### src/rtl/intc_bank_pkg.sv
package intc_bank_pkg;
  typedef enum logic [1:0] {
    OP_NONE,
    OP_SET,
    OP_CLR,
    OP_DIRECT
  } wr_op_e;
endpackage

### src/rtl/intc_addr_dec.sv
module intc_addr_dec
  import intc_bank_pkg::*;
#(
  parameter int unsigned NUM_MASK  = 2,
  parameter int unsigned NUM_PRIO  = 2,
  parameter int unsigned IDX_W     = 1,
  parameter int unsigned MASK_BASE = 'h100,
  parameter int unsigned PRIO_BASE = 'h200,
  parameter logic [NUM_PRIO-1:0] PRIO_DUAL = '1
) (
  input  logic [28:0]      addr_i,
  output logic             hit_o,
  output logic             prio_o,
  output logic [IDX_W-1:0] idx_o,
  output wr_op_e           op_o
);
  localparam int unsigned LOW_W = 29;

  // Priority registers are matched first and mask registers after, so a
  // mask match overrides: mask registers win on shared addresses.
  always_comb begin
    hit_o  = 1'b0;
    prio_o = 1'b0;
    idx_o  = '0;
    op_o   = OP_NONE;
    for (int j = NUM_PRIO - 1; j >= 0; j--) begin
      if (addr_i == LOW_W'(PRIO_BASE + 8 * j)) begin
        hit_o  = 1'b1;
        prio_o = 1'b1;
        idx_o  = IDX_W'(j);
        op_o   = PRIO_DUAL[j] ? OP_SET : OP_DIRECT;
      end else if (PRIO_DUAL[j] && addr_i == LOW_W'(PRIO_BASE + 8 * j + 4)) begin
        hit_o  = 1'b1;
        prio_o = 1'b1;
        idx_o  = IDX_W'(j);
        op_o   = OP_CLR;
      end
    end
    for (int i = NUM_MASK - 1; i >= 0; i--) begin
      if (addr_i == LOW_W'(MASK_BASE + 8 * i)) begin
        hit_o  = 1'b1;
        prio_o = 1'b0;
        idx_o  = IDX_W'(i);
        op_o   = OP_SET;
      end else if (addr_i == LOW_W'(MASK_BASE + 8 * i + 4)) begin
        hit_o  = 1'b1;
        prio_o = 1'b0;
        idx_o  = IDX_W'(i);
        op_o   = OP_CLR;
      end
    end
  end
endmodule

### src/rtl/intc_field_diff.sv
module intc_field_diff #(
  parameter int unsigned REG_W = 16,
  parameter int unsigned FW    = 1,
  parameter int unsigned SRC_W = 6
) (
  input  logic [REG_W-1:0] old_i,
  input  logic [REG_W-1:0] new_i,
  input  logic [SRC_W-1:0] first_id_i,
  output logic [REG_W-1:0] chg_o
);
  localparam int unsigned NF = REG_W / FW;

  // Position p counts fields from the LSB; its id offset counts from the MSB.
  for (genvar p = 0; p < NF; p++) begin : g_field
    logic [SRC_W-1:0] id;
    assign id       = first_id_i + SRC_W'(NF - 1 - p);
    assign chg_o[p] = (old_i[p*FW +: FW] != new_i[p*FW +: FW]) && (id != '0);
  end

  if (NF < REG_W) begin : g_pad
    assign chg_o[REG_W-1:NF] = '0;
  end
endmodule

### src/rtl/intc_evt_seq.sv
module intc_evt_seq #(
  parameter int unsigned REG_W   = 16,
  parameter int unsigned FIELD_W = 4,
  parameter int unsigned SRC_W   = 6
) (
  input  logic             clk,
  input  logic             rst_n,
  input  logic             load_i,
  input  logic [REG_W-1:0] chg_i,
  input  logic [REG_W-1:0] val_i,
  input  logic             prio_i,
  input  logic [SRC_W-1:0] first_id_i,
  input  logic             ev_ready_i,
  output logic             busy_o,
  output logic             ev_valid_o,
  output logic [SRC_W-1:0] ev_src_o,
  output logic             ev_enable_o
);
  localparam int unsigned NPF = REG_W / FIELD_W;
  localparam int unsigned PW  = (REG_W > 1) ? $clog2(REG_W) : 1;

  logic [REG_W-1:0] pend_q, val_q;
  logic             prio_q;
  logic [SRC_W-1:0] first_q;
  logic [PW-1:0]    sel;
  logic [SRC_W-1:0] last_off;
  logic [REG_W-1:0] fld;

  // Highest pending position wins: most significant field first.
  always_comb begin
    sel = '0;
    for (int p = 0; p < REG_W; p++) begin
      if (pend_q[p]) sel = PW'(p);
    end
  end

  assign last_off    = prio_q ? SRC_W'(NPF - 1) : SRC_W'(REG_W - 1);
  assign fld         = val_q >> (sel * FIELD_W);
  assign ev_valid_o  = |pend_q;
  assign busy_o      = ev_valid_o;
  assign ev_src_o    = first_q + (last_off - SRC_W'(sel));
  assign ev_enable_o = prio_q ? |fld[FIELD_W-1:0] : val_q[sel];

  always_ff @(posedge clk or negedge rst_n) begin
    if (!rst_n) begin
      pend_q  <= '0;
      val_q   <= '0;
      prio_q  <= 1'b0;
      first_q <= '0;
    end else if (load_i) begin
      pend_q  <= chg_i;
      val_q   <= val_i;
      prio_q  <= prio_i;
      first_q <= first_id_i;
    end else if (ev_valid_o && ev_ready_i) begin
      pend_q[sel] <= 1'b0;
    end
  end


  ev_hold_chk: assert property (@(posedge clk) disable iff (!rst_n)
    ev_valid_o && !ev_ready_i |=> ev_valid_o && $stable(ev_src_o) && $stable(ev_enable_o));


  ev_order_chk: assert property (@(posedge clk) disable iff (!rst_n)
    $past(ev_valid_o && ev_ready_i) && ev_valid_o |-> ev_src_o > $past(ev_src_o));


  no_rsvd_ev_chk: assert property (@(posedge clk) disable iff (!rst_n)
    ev_valid_o |-> ev_src_o != '0);


  load_idle_chk: assert property (@(posedge clk) disable iff (!rst_n)
    load_i |-> !busy_o);
endmodule

### src/rtl/intc_mask_prio_bank.sv
module intc_mask_prio_bank
  import intc_bank_pkg::*;
#(
  parameter int unsigned ADDR_W    = 32,
  parameter int unsigned REG_W     = 16,
  parameter int unsigned FIELD_W   = 4,
  parameter int unsigned NUM_MASK  = 2,
  parameter int unsigned NUM_PRIO  = 2,
  parameter int unsigned MASK_BASE = 'h100,
  parameter int unsigned PRIO_BASE = 'h200,
  parameter logic [NUM_PRIO-1:0] PRIO_DUAL = 2'b01,
  localparam int unsigned NPF     = REG_W / FIELD_W,
  localparam int unsigned NUM_SRC = NUM_MASK * REG_W + NUM_PRIO * NPF,
  localparam int unsigned SRC_W   = $clog2(NUM_SRC)
) (
  input  logic              clk,
  input  logic              rst_n,
  input  logic              req_valid,
  output logic              req_ready,
  input  logic              req_write,
  input  logic [ADDR_W-1:0] req_addr,
  input  logic [REG_W-1:0]  req_wdata,
  output logic              rsp_valid,
  output logic [REG_W-1:0]  rsp_rdata,
  output logic              rsp_err,
  output logic              ev_valid,
  input  logic              ev_ready,
  output logic [SRC_W-1:0]  ev_src,
  output logic              ev_enable
);
  localparam int unsigned MAX_REGS = (NUM_MASK > NUM_PRIO) ? NUM_MASK : NUM_PRIO;
  localparam int unsigned IDX_W    = (MAX_REGS > 1) ? $clog2(MAX_REGS) : 1;

  logic [REG_W-1:0] mask_q [NUM_MASK];
  logic [REG_W-1:0] prio_q [NUM_PRIO];

  logic             hit, is_prio, busy, accept, wr_hit;
  logic [IDX_W-1:0] idx;
  wr_op_e           op;
  logic [REG_W-1:0] old_val, new_val, mask_chg, prio_chg, chg;
  logic [SRC_W-1:0] first_id;
  logic [ADDR_W-30:0] unused_addr_hi;

  assign unused_addr_hi = req_addr[ADDR_W-1:29];

  intc_addr_dec #(
    .NUM_MASK (NUM_MASK),
    .NUM_PRIO (NUM_PRIO),
    .IDX_W    (IDX_W),
    .MASK_BASE(MASK_BASE),
    .PRIO_BASE(PRIO_BASE),
    .PRIO_DUAL(PRIO_DUAL)
  ) u_dec (
    .addr_i(req_addr[28:0]),
    .hit_o (hit),
    .prio_o(is_prio),
    .idx_o (idx),
    .op_o  (op)
  );

  always_comb begin
    old_val = '0;
    if (is_prio) begin
      for (int j = 0; j < NUM_PRIO; j++) if (idx == IDX_W'(j)) old_val = prio_q[j];
    end else begin
      for (int i = 0; i < NUM_MASK; i++) if (idx == IDX_W'(i)) old_val = mask_q[i];
    end
  end

  always_comb begin
    unique case (op)
      OP_SET:    new_val = old_val | req_wdata;
      OP_CLR:    new_val = old_val & ~req_wdata;
      OP_DIRECT: new_val = req_wdata;
      default:   new_val = old_val;
    endcase
  end

  assign first_id = is_prio ? SRC_W'(NUM_MASK * REG_W + idx * NPF)
                            : SRC_W'(idx * REG_W);

  intc_field_diff #(.REG_W(REG_W), .FW(1), .SRC_W(SRC_W)) u_mask_diff (
    .old_i(old_val), .new_i(new_val), .first_id_i(first_id), .chg_o(mask_chg)
  );

  intc_field_diff #(.REG_W(REG_W), .FW(FIELD_W), .SRC_W(SRC_W)) u_prio_diff (
    .old_i(old_val), .new_i(new_val), .first_id_i(first_id), .chg_o(prio_chg)
  );

  assign chg       = is_prio ? prio_chg : mask_chg;
  assign req_ready = !busy;
  assign accept    = req_valid && req_ready;
  assign wr_hit    = accept && req_write && hit;

  intc_evt_seq #(.REG_W(REG_W), .FIELD_W(FIELD_W), .SRC_W(SRC_W)) u_seq (
    .clk        (clk),
    .rst_n      (rst_n),
    .load_i     (wr_hit),
    .chg_i      (chg),
    .val_i      (new_val),
    .prio_i     (is_prio),
    .first_id_i (first_id),
    .ev_ready_i (ev_ready),
    .busy_o     (busy),
    .ev_valid_o (ev_valid),
    .ev_src_o   (ev_src),
    .ev_enable_o(ev_enable)
  );

  always_ff @(posedge clk or negedge rst_n) begin
    if (!rst_n) begin
      for (int i = 0; i < NUM_MASK; i++) mask_q[i] <= '0;
      for (int j = 0; j < NUM_PRIO; j++) prio_q[j] <= '0;
    end else if (wr_hit) begin
      for (int i = 0; i < NUM_MASK; i++)
        if (!is_prio && idx == IDX_W'(i)) mask_q[i] <= new_val;
      for (int j = 0; j < NUM_PRIO; j++)
        if (is_prio && idx == IDX_W'(j)) prio_q[j] <= new_val;
    end
  end

  always_ff @(posedge clk or negedge rst_n) begin
    if (!rst_n) begin
      rsp_valid <= 1'b0;
      rsp_err   <= 1'b0;
      rsp_rdata <= '0;
    end else begin
      rsp_valid <= accept;
      rsp_err   <= accept && !hit;
      rsp_rdata <= (accept && !req_write && hit) ? old_val : '0;
    end
  end


  rsp_follows_chk: assert property (@(posedge clk) disable iff (!rst_n)
    accept |=> rsp_valid);


  rsp_spurious_chk: assert property (@(posedge clk) disable iff (!rst_n)
    !accept |=> !rsp_valid);


  bad_write_quiet_chk: assert property (@(posedge clk) disable iff (!rst_n)
    accept && req_write && !hit |=> !ev_valid);


  busy_blocks_chk: assert property (@(posedge clk) disable iff (!rst_n)
    ev_valid |-> !req_ready);
endmodule

### config.mk
export PLATFORM = sky130hd
export DESIGN_NAME = intc_mask_prio_bank
export DESIGN_NICKNAME = d
export VERILOG_FILES = /design/src/rtl/intc_bank_pkg.sv /design/src/rtl/intc_addr_dec.sv /design/src/rtl/intc_field_diff.sv /design/src/rtl/intc_evt_seq.sv /design/src/rtl/intc_mask_prio_bank.sv
export SDC_FILE = /design/constraint.sdc
export NUM_CORES = 1
export LEC_CHECK = 0
export BUFFER_PORTS_ARGS = -buffer_cell sky130_fd_sc_hd__buf_2
export CORE_MARGIN = 2
export CORE_UTILIZATION = 40
export DETAILED_ROUTE_END_ITERATION = 16
export GPL_TIMING_DRIVEN = 0
export PLACE_DENSITY_LB_ADDON = 0.15
export SYNTH_ARGS = -nofsm -noshare
export SYNTH_HDL_FRONTEND = slang
export SYNTH_SLANG_ARGS = --single-unit
export TNS_END_PERCENT = 1
### constraint.sdc
create_clock -name clk -period 3.1 [get_ports clk]
set_clock_uncertainty 0.1 [all_clocks]
set_input_delay 0.62 -clock clk [delete_from_list [all_inputs] [get_ports clk]]
set_output_delay 0.62 -clock clk [all_outputs]
set_load 0.01 [all_outputs]
==> metrics.cfg <==
[floorplanning]
core_um2 = 15200
die_h_um = 129
ioPinCount = 80
rows = 45
start_util_pct = 40.9
die_area_um2 = 16600
die_x_um = 129

[grt]
grtUsageMet3_pct = 5.74
grt_max_degree = 73
grt_first_pass_wirelength_um = 32000
first_global_vias = 5745
grt_util_met1_pct = 34.6
grt_overflow = 0
grt_use_total_pct = 25.8
grt_use_met2_pct = 39.6
antenna_found_initial = 0
grt_most_used_layer = met2

[finish]
area_growth_pct = 23.9
utilization_pct = 50.7
multi_input_area_um2 = 3230
antenna_cells = 0
num-nets-final = 852
drive_gt1_share_pct = 24.7
area.sequential_um2 = 2930
fillers = 1437

[detailed_routing]
wl_per_cell_um = 20.6
drc_errors = 0
drt_pass1_iterations = 5
wl_um = 20400
drt_iter0_drc = 534
ant_nets = 0
vias_per_cell = 5.91
via_count = 5870

[clocking]
cts_buffer_depth = 2
cts.clk_slew.worst_paths_ps = 60
htree_levels = 4
cts_tree = built
clock-sinks = 117
root_buffer = clkbuf_16
worstSkewPairLatency_ps = 430
cts_buffers = 17
postCtsHoldBufs = 0

[setup_path]
rr_startpoint = u_seq.pend_q[13]
r2r_cells = 10
reg2reg_slack_ps = -210
cp-end-kind = output port
startpoint = u_seq.pend_q[13]
worstPathRequired_ps = 2380
cp-start-kind = register
path_class = reg -> out
crit_fanout = 6
rr_endpoint = prio_q[0]
crit_end = ev_src[5]
critPathArrivalTime_ps = 2970

[timing]
fin_crit_sh_pct = 119
tightest_slew_ps = 714
finalMaxSlewViolations = 0
worst_slack_ps = -588
finalHoldViolations = 0
setup_viol = 53
finalCriticalPeriod_ps = 3690
grt_setup_unrepaired = yes
max_freq_ghz = 0.271
slew-limit-headroom_pct = 52.4

[logic_synthesis]
ys_warn_count = 0
ys_seq_area_share_pct = 47.1
netlist_instances = 692
synth_area_leaders = dfrtp_1, nand2_1, o21ai_0
synth-seq-cells = 117
synth-edff-count = 0
syn_avg_cell_area_um2 = 8.99
syn_area_um2 = 6220
yosys_most_used_dff = dfrtp_1
synthArstFlopShare_pct = 100
syn-num-nets = 752
yosysTopAreaCell = dfrtp_1
synth_top_area_share_pct = 47.1
synthDistinctLibCells = 74

[run]
maxCapViolCount = 0

[outcome]
failed_checks = setup timing
status = finished with violations

[pwr]
p_total_mw = 3.62
vdd_drop_max_v = 0.000364
p_leak_nw = 3.31
p_per_area_nw_per_um2 = 469

[place]
globalplace.congestion = 0.888
dp_slack_ps = -671
port_buffers = 73
place_hpwl_um = 15200

[worst_hold_path]
worst_hold_path_type = in -> async

[power breakdown]
part | switching, mW | internal [mW] | leakage (nW) | total (mW)
clock | 0.763 | 1.18 | 0.272 | 1.94
sequential | 0.000229 | 1.53 | 1.62 | 1.53
combinational | 0.0953 | 0.0490 | 1.42 | 0.144
[repair_timing]
| action | 4_1_cts | 5_1_grt |
|---|---|---|
| buffers inserted | 5 | 2 |
| pin swaps | 7 | 3 |
| resized for setup | 15 | 18 |
| endpoints found under the setup margin | 64 | 95 |
[area by class of cell]
cell class,instances,area share (%)
Timing Repair Buffer,81,5.94
Clock buffer,17,5.52
Clock inverter,15,2.03
Tap cell,188,3.05
Multi-Input combinational cell,524,41.9
Buffer,41,3.03
Sequential cell,117,38.0
Inverter,10,0.487
[layout by cell type (no fill, tap or decap), drive strengths merged, types with 5 or more instances in the layout]
master	count
o221ai	9
or2	6
nor2	52
inv	12
clkbuf	33
o21ai	119
o22ai	14
buf	106
nand3	16
o21a	10
nor2b	9
clkinv	6
nand2b	5
a22oi	5
clkinvlp	5
nor4	16
a211oi	5
ha	6
or4	5
nand2	117
a311oi	9
dfrtp	117
nand4	5
mux2i	6
a21oi	27
nor3	17
[how the worst min path moves through the flow]
stage | start | endpoint | slack (ps) | cells past startpoint
floorplan | rst_n | mask_q[0] | 220 | 0
global placement | mask_q[0] | mask_q[0] | 360 | 1
detailed placement | mask_q[20] | mask_q[20] | 370 | 2
CTS | rst_n | rsp_err | 30 | 1
global route | rst_n | rsp_err | 40 | 1
finish | rst_n | rsp_err | 10 | 1
[cell usage after synthesis, types with 4 or more instances]
cell         n
buf_4        5
nor3_1      15
nor4_1      14
o21ai_1     52
and3_1       4
ha_1         6
a22oi_1      5
a311oi_1     9
o21ai_0     67
nor2b_1      9
buf_2       18
o221ai_2     6
o211ai_1     4
nand2b_1     4
o22ai_1     14
o21a_1      10
a21oi_1     25
or2_1        4
nand2_1    117
nor2_1      51
mux2i_1      6
or4_1        5
clkbuf_1    16
nand3_1     15
o2bb2ai_1    4
dfrtp_1    117
o31ai_1      4
nand4_1      4
inv_1        9
[layer usage]
metal  routed length (um)  vias to the layer above
li1                     -                     2732
met1                 8840                     2896
met2                 9650                      190
met3                 1150                       52
met4                  791                        0
met5                    0                        -
[sequential cells by signal (all words and copies together), names as in the netlist]
register and count:
u_seq.val_q 16, prio_q 32, rsp_err 1, rsp_rdata 16, u_seq.first_q 3, u_seq.pend_q 16
mask_q 32, rsp_valid 1
[cell families after synthesis]
group | synth area share (%)
simple gates | 20.2
compound gates | 25.3
flops | 47.1
buf+inv | 3.98
mux | 1.51
fa+ha+maj | 1.53
xor+xnor | 0.422
[stage by stage]
step / hold slack (ps) / instance area (um2) / setup TNS, ps / std cells
2_1_floorplan: 224 / 6300 / -18.3 / 692
3_3_place_gp: 360 / 6900 / -38790 / 953
3_5_place_dp: 371 / 6940 / -36210 / 954
4_1_cts: 33.1 / 7620 / -8740 / 991
5_1_grt: 42.2 / 7710 / -15350 / 993
6_report: 13.0 / 7710 / -7340 / 993
[critical path: stages (launching register included)]
cell and delay (ps):
dfrtp_2 460, or4_4 570, nor2_4 150, ha_4 210
ha_4 220, ha_4 150, fa_2 340, xnor2_2 170
xnor2_2 120, buf_2 140
Note: power is estimated with default switching activity, not from simulation.
